File: config.mk
export PLATFORM = sky130hd
export DESIGN_NAME = cluster_pwr_seq
export DESIGN_NICKNAME = d
export VERILOG_FILES = /design/src/rtl/cps_pkg.sv /design/src/rtl/cps_timer.sv /design/src/rtl/cps_ctrl.sv /design/src/rtl/cluster_pwr_seq.sv
export SDC_FILE = /design/constraint.sdc
export NUM_CORES = 1
export LEC_CHECK = 0
export BUFFER_PORTS_ARGS = -buffer_cell sky130_fd_sc_hd__buf_2
export CORE_UTILIZATION = 60
export DETAILED_ROUTE_END_ITERATION = 10
export MAX_ROUTING_LAYER = met4
export PLACE_DENSITY = 0.83
export SYNTH_ARGS = -nofsm -noshare
export SYNTH_HDL_FRONTEND = slang
export SYNTH_SLANG_ARGS = --single-unit
File: constraint.sdc
create_clock -name clk -period 5.37 [get_ports clk]
set_input_delay 0.8055 -clock clk [delete_from_list [all_inputs] [get_ports clk]]
set_output_delay 0.8055 -clock clk [all_outputs]
set_load 0.05 [all_outputs]
File: src/rtl/cps_pkg.sv
package cps_pkg;

  typedef enum logic [3:0] {
    S_ON, S_PORT, S_FLUSH, S_QUIESCE, S_CLAMP,
    S_OFF, S_PWRUP, S_HOLD, S_UNCLAMP, S_FAULT
  } seqState_t;

  // phase codes reported on the status output
  typedef enum logic [2:0] {
    PH_ON       = 3'd0,
    PH_FLUSHING = 3'd1,
    PH_QUIESCE  = 3'd2,
    PH_CLAMPED  = 3'd3,
    PH_OFF      = 3'd4,
    PH_PWRUP    = 3'd5,
    PH_FAULT    = 3'd6
  } phase_t;

  // strobes from control to counter datapath
  typedef struct packed {
    logic clrCnt;
    logic runTmo;
    logic runHold;
  } cntStrobe_t;

endpackage

File: src/rtl/cps_timer.sv
module cps_timer
  import cps_pkg::*;
#(
  parameter int TMO_W    = 8,
  parameter int RST_HOLD = 16
) (
  input  logic             clk,
  input  logic             rstN,
  input  cntStrobe_t       strobe,
  input  logic [TMO_W-1:0] tmoLimit,
  output logic             tmoHit,
  output logic             holdDone
);
  localparam int HW = $clog2(RST_HOLD + 1);

  logic [TMO_W-1:0] tmoCnt;
  logic [HW-1:0]    holdCnt;

  always_ff @(posedge clk or negedge rstN) begin
    if (!rstN) begin
      tmoCnt <= '0;
    end else if (strobe.clrCnt) begin
      tmoCnt <= '0;
    end else if (strobe.runTmo) begin
      tmoCnt <= tmoCnt + TMO_W'(1);
    end
  end

  always_ff @(posedge clk or negedge rstN) begin
    if (!rstN) begin
      holdCnt <= '0;
    end else if (strobe.clrCnt) begin
      holdCnt <= '0;
    end else if (strobe.runHold) begin
      holdCnt <= holdCnt + HW'(1);
    end
  end

  // limit of zero turns the timeout off
  assign tmoHit   = strobe.runTmo && (tmoLimit != '0) &&
                    (tmoCnt == (tmoLimit - TMO_W'(1)));
  assign holdDone = strobe.runHold && (holdCnt == HW'(RST_HOLD - 1));

  AST_CNT_CLEARED: assert property (@(posedge clk) disable iff (!rstN)
    strobe.clrCnt |=> (tmoCnt == '0) && (holdCnt == '0));

  AST_HOLD_BOUND: assert property (@(posedge clk) disable iff (!rstN)
    strobe.runHold |-> (holdCnt < HW'(RST_HOLD)));

endmodule

File: src/rtl/cps_ctrl.sv
module cps_ctrl
  import cps_pkg::*;
#(
  parameter int NCORES = 4
) (
  input  logic              clk,
  input  logic              rstN,
  input  logic              pdReq,
  input  logic              puReq,
  input  logic              coresDown,
  input  logic              flushDone,
  input  logic              l2Idle,
  input  logic              pwrGood,
  input  logic              tmoHit,
  input  logic              holdDone,
  output cntStrobe_t        strobe,
  output logic              portIdle,
  output logic              flushReq,
  output logic              ifInact,
  output logic              clampEn,
  output logic              pwrOffReq,
  output logic [NCORES-1:0] coreRstN,
  output logic              l2RstN,
  output logic              l2RstDis,
  output logic              coldGo,
  output logic              errFlag,
  output logic [2:0]        phase
);
  seqState_t st, nxt;
  logic rstHeld;

  always_ff @(posedge clk or negedge rstN) begin
    if (!rstN) st <= S_ON;
    else       st <= nxt;
  end

  always_ff @(posedge clk or negedge rstN) begin
    if (!rstN)              errFlag <= 1'b0;
    else if (nxt == S_FAULT) errFlag <= 1'b1;
  end

  always_comb begin
    nxt = st;
    unique case (st)
      S_ON:      if (pdReq && coresDown) nxt = S_PORT;
      S_PORT:    nxt = S_FLUSH;
      S_FLUSH: begin
        if (flushDone)   nxt = S_QUIESCE;
        else if (tmoHit) nxt = S_FAULT;
      end
      S_QUIESCE: begin
        if (l2Idle)      nxt = S_CLAMP;
        else if (tmoHit) nxt = S_FAULT;
      end
      S_CLAMP:   nxt = S_OFF;
      S_OFF:     if (puReq) nxt = S_PWRUP;
      S_PWRUP: begin
        if (pwrGood)     nxt = S_HOLD;
        else if (tmoHit) nxt = S_FAULT;
      end
      S_HOLD:    if (holdDone) nxt = S_UNCLAMP;
      S_UNCLAMP: nxt = S_ON;
      S_FAULT:   nxt = S_FAULT;
      default:   nxt = S_FAULT;
    endcase
  end

  always_comb begin
    strobe.clrCnt  = (nxt != st);
    strobe.runTmo  = (st == S_FLUSH) || (st == S_QUIESCE) || (st == S_PWRUP);
    strobe.runHold = (st == S_HOLD);
  end

  always_comb begin
    portIdle  = (st != S_ON);
    flushReq  = (st == S_FLUSH);
    ifInact   = !(st inside {S_ON, S_PORT, S_FLUSH});
    clampEn   = st inside {S_CLAMP, S_OFF, S_PWRUP, S_HOLD, S_FAULT};
    pwrOffReq = (st == S_OFF);
    rstHeld   = st inside {S_PWRUP, S_HOLD, S_UNCLAMP, S_FAULT};
    coldGo    = (st == S_UNCLAMP);
    // reset-disable stays low so the L2 is fully reset on every power-up
    l2RstDis  = 1'b0;
  end

  assign coreRstN = {NCORES{!rstHeld}};
  assign l2RstN   = !rstHeld;

  always_comb begin
    unique case (st)
      S_ON:                   phase = PH_ON;
      S_PORT, S_FLUSH:        phase = PH_FLUSHING;
      S_QUIESCE:              phase = PH_QUIESCE;
      S_CLAMP:                phase = PH_CLAMPED;
      S_OFF:                  phase = PH_OFF;
      S_PWRUP, S_HOLD,
      S_UNCLAMP:              phase = PH_PWRUP;
      default:                phase = PH_FAULT;
    endcase
  end

  AST_START_NEEDS_CORES: assert property (@(posedge clk) disable iff (!rstN)
    $rose(portIdle) |-> $past(coresDown));

  AST_PORT_BEFORE_FLUSH: assert property (@(posedge clk) disable iff (!rstN)
    $rose(flushReq) |-> $past(portIdle));

  AST_FLUSH_HELD: assert property (@(posedge clk) disable iff (!rstN)
    (flushReq && !flushDone && !tmoHit) |=> flushReq);

  AST_FLUSH_DROP: assert property (@(posedge clk) disable iff (!rstN)
    (flushReq && flushDone) |=> (!flushReq && ifInact));

  AST_CLAMP_BEFORE_OFF: assert property (@(posedge clk) disable iff (!rstN)
    $rose(pwrOffReq) |-> $past(clampEn));

  AST_UNCLAMP_BEFORE_RST: assert property (@(posedge clk) disable iff (!rstN)
    $rose(l2RstN) |-> ($past(!clampEn) && !clampEn));

  AST_ERR_STICKY: assert property (@(posedge clk) disable iff (!rstN)
    errFlag |=> errFlag);

endmodule

File: src/rtl/cluster_pwr_seq.sv
module cluster_pwr_seq
  import cps_pkg::*;
#(
  parameter int NCORES   = 4,
  parameter int TMO_W    = 8,
  parameter int RST_HOLD = 16,
  parameter bit IF_CHI   = 1'b0
) (
  input  logic              clk,
  input  logic              rstN,
  input  logic              pdReq,
  input  logic              puReq,
  input  logic              coresDown,
  input  logic              flushDone,
  input  logic              l2Idle,
  input  logic              pwrGood,
  input  logic [TMO_W-1:0]  tmoLimit,
  output logic              portIdle,
  output logic              flushReq,
  output logic              snoopInact,
  output logic              sysInact,
  output logic              clampEn,
  output logic              pwrOffReq,
  output logic [NCORES-1:0] coreRstN,
  output logic              l2RstN,
  output logic              l2RstDis,
  output logic              coldGo,
  output logic              errFlag,
  output logic [2:0]        phase
);
  cntStrobe_t strobe;
  logic tmoHit, holdDone, ifInact;

  cps_ctrl #(.NCORES(NCORES)) u_ctrl (
    .clk(clk), .rstN(rstN), .pdReq(pdReq), .puReq(puReq),
    .coresDown(coresDown), .flushDone(flushDone), .l2Idle(l2Idle),
    .pwrGood(pwrGood), .tmoHit(tmoHit), .holdDone(holdDone),
    .strobe(strobe), .portIdle(portIdle), .flushReq(flushReq),
    .ifInact(ifInact), .clampEn(clampEn), .pwrOffReq(pwrOffReq),
    .coreRstN(coreRstN), .l2RstN(l2RstN), .l2RstDis(l2RstDis),
    .coldGo(coldGo), .errFlag(errFlag), .phase(phase)
  );

  cps_timer #(.TMO_W(TMO_W), .RST_HOLD(RST_HOLD)) u_timer (
    .clk(clk), .rstN(rstN), .strobe(strobe), .tmoLimit(tmoLimit),
    .tmoHit(tmoHit), .holdDone(holdDone)
  );

  // route the quiesce handshake to the interface style in use
  generate
    if (IF_CHI) begin : g_sys
      assign sysInact   = ifInact;
      assign snoopInact = 1'b0;
    end else begin : g_snoop
      assign snoopInact = ifInact;
      assign sysInact   = 1'b0;
    end
  endgenerate

endmodule

==> summary.md <==
| Metric | Value |
|---|---|
| Post-CTS sizing | 0 |
| CP startpoint kind | register |
| Dpl cell area | around 1800 um^2 |
| CP Max Fanout | 25 |
| Least-Margin Pin Slew | 0.719 ns |
| Skew-Pair Late Insertion Delay | roughly 0.29 ns |
| Final count of pins violating max slew | 0 |
| Root buf cell | clkbuf_4 |
| Final Critical Period | approximately 2.9 ns |
| Warnings, synthesis | 0 |
| Setup tns final | 0 ns |
| Critical path class | reg2out |
| PD cells | between 100 and 150 nW/um^2 |
| Hold/Removal Path Class | in2async |
| Count of final hold-check violations | 0 |
| Async set or reset register ratio after synthesis | 1.00 |
| HPWL Detailed | around 2800 um |
| Util after Layout | 0.675 |
| Final Setup Violations | 0 |
| GRT Overall Usage | 0.237 |
| Clock-pin slew of the registers on the worst-case setup and hold paths | about 0.10 ns |
| Drt wl/cell | between 10 and 15 um |
| Iter 0 DRT Violations | 102 |
| Core area | 2780 um^2 |
| Die X | roughly 57 um |
| # DRC | 0 |
| Total Wirelength | 3490 um |
| CTS Buf Count | 3 |
| IR drop worst, VDD | 173 uV |
| CTS tree | done |
| Vias | 1514 |
| Final Cell Area | around 1900 um^2 |
| Initial antenna violation count | 0 |
| Clk buf depth | 2 |
| Setup repair after global routing missed its margin | false |
| Die H | about 57 um |
| Nets@finish | between 200 and 300 |
| Layout cell share with drive strength beyond 1 | 0.246 |
| Total power | between 0.2 and 0.25 mW |
| #FFs+latches synth | 18 |
| Most frequent cells in the layout | 30 x buf_2, 21 x nand2_1, 18 x dfrtp_1 |
| # diodes | 0 |
| Static Leak | 0.847 nW |
| Worst Skew | roughly 0.006 ns |
| Initial cell density of the core | 0.644 |
| F_max | about 340 MHz |
| H-tree Lvls | 1 |
| WHS | between 0.4 and 0.5 ns |
| Sequential element share of the synthesized area | 0.251 |
| Status | completed |
| Number of library cell types mapped by synthesis | a little under 60 |
| Area Growth Syn to Fin | 4.82% |
| Sink Count | 18 |
| Rows | 19 |
| Count of flip-flops with a built-in enable after synthesis | 0 |
| I/O pin total | 33 |
| Post-CTS setup buffers | 0 |
| Vias per std cell | 5.85 |
| WP data required | about 4.6 ns |
| Crit path arrival time | roughly 2.1 ns |
| Total grt overflow | 0 |
| Detailed Routing Iterations Pass 1 | 4 |
| Post-synthesis average cell area | 8.53 um^2 |
| Vias in the first global route | 1411 |
| Routed Antenna Nets | 0 |
| Predominant post-synthesis flop cell | dfrtp_1 |
| Hold-fix buffers at CTS | 0 |
| Max-cap violation count | 0 |
| Cells after Synth | 210 |
| Final worst-path cycle share | 0.540 |
| Nature of the critical path endpoint | output port |
| RePlAce Congestion | approximately 0.94 |
| Most common cell after layout, fill and taps aside | buf_2 |
| Rel. slew slack | 0.521 |
| Syn Std Cell Area | approximately 1800 um^2 |
| Global-route wire length before repair | 6010 um |
| Largest net degree at the start of global routing | 26 |
| Die area | 3210 um^2 |
| Buffers on Ports | 30 |
## cell usage after synthesis, types with 2 or more instances
| master | count | area, um^2 |
|---|---|---|
| nand2_1 | 21 | 78.8 |
| dfrtp_1 | 18 | 450 |
| inv_1 | 13 | 48.8 |
| a21oi_1 | 11 | 55.1 |
| ha_1 | 10 | 125 |
| nor2_1 | 10 | 37.5 |
| nor2_2 | 10 | 62.6 |
| xor2_1 | 10 | 87.6 |
| o21ai_0 | 9 | 45.0 |
| xnor2_1 | 8 | 70.1 |
| nand3_1 | 7 | 35.0 |
| buf_4 | 6 | 45.0 |
| nand4_1 | 5 | 31.3 |
| buf_2 | 4 | 20.0 |
| nor3_1 | 4 | 20.0 |
| mux2i_1 | 3 | 30.0 |
| nand3b_1 | 3 | 22.5 |
| o21ai_1 | 3 | 15.0 |
| a21o_1 | 2 | 15.0 |
| a221oi_2 | 2 | 30.0 |
| a22oi_1 | 2 | 15.0 |
| a41o_1 | 2 | 20.0 |
| and2_1 | 2 | 12.5 |
| and3_1 | 2 | 12.5 |
| buf_6 | 2 | 22.5 |
| clkbuf_1 | 2 | 7.51 |
| clkbuf_8 | 2 | 27.5 |
| nand2b_1 | 2 | 12.5 |
| nor2b_1 | 2 | 12.5 |
| nor3b_1 | 2 | 15.0 |
| o22ai_1 | 2 | 12.5 |
| o31ai_1 | 2 | 15.0 |
## cell families (layout without fill, tap and decap cells)
kind of cell	Yosys count	in the layout	synth area share
AO/OA/AOI/OAI	50	50	0.214
flip-flops	18	18	0.251
AND/OR/NAND/NOR	78	78	0.243
XOR/XNOR	18	18	0.0880
buffers and inverters	31	48	0.109
adder cells (fa/ha/maj)	10	10	0.0698
multiplexers	4	4	0.0230
other	1	2	0.00209
## sequential cells by signal, summed over array words and instances, names as in the netlist
name and flops:
u_timer.tmoCnt 8, u_timer.holdCnt 5, u_ctrl.errFlag 1, u_ctrl.st 4
## stage by stage
step	cells	setup WS (ns)
6_report	259	2.47
5_1_grt	259	2.36
3_3_place_gp	255	2.39
4_1_cts	259	2.50
3_5_place_dp	255	2.34
2_1_floorplan	211	2.31
## report_power, final
group / total, mW / switching (mW) / internal, mW
Combinational: 0.0286 / 0.0176 / 0.0109
Clock: 0.0810 / 0.0397 / 0.0413
Sequential: 0.135 / 0 / 0.135
Total: 0.245 / 0.0573 / 0.188
## final cells by class
class	instances	area (um^2)
fill	235	903
tap	31	38.8
sequential	18	450
inverter	14	52.6
timing repair buffer	30	150
clock buffer	4	36.3
multi-input combinational	162	1150
## final timing paths
| kind | from | endpoint | slack (ns) | cells past startpoint |
|---|---|---|---|---|
| worst max-delay path | u_ctrl.st[2] | coreRstN[2] | 2.47 | 4 |
| worst min-delay path | rstN | u_timer.tmoCnt[0] | 0.42 | 1 |
| worst max register to register | u_ctrl.st[0] | u_timer.holdCnt[0] | 2.69 | 9 |
| worst min register to register | u_ctrl.errFlag | u_ctrl.errFlag | 0.48 | 1 |
| max in group asynchronous | rstN | u_timer.holdCnt[2] | 4.67 | 1 |
| min in group clk | u_ctrl.errFlag | u_ctrl.errFlag | 0.48 | 1 |
## metal layers
layer	vias up	track usage	part of all wire
met3	6	0.0138	0.028
met1	697	0.326	0.49
met4	0	0.0697	0.013
met5	-	-	0
met2	38	0.380	0.46
li1	773	-	-
## critical path: stages (launching register included)
cell	delay [ns]
dfrtp_1	0.82
nor2b_1	0.44
o21ai_0	0.15
o31a_1	0.17
buf_2	0.23
Power figures use the tool's default switching activity.
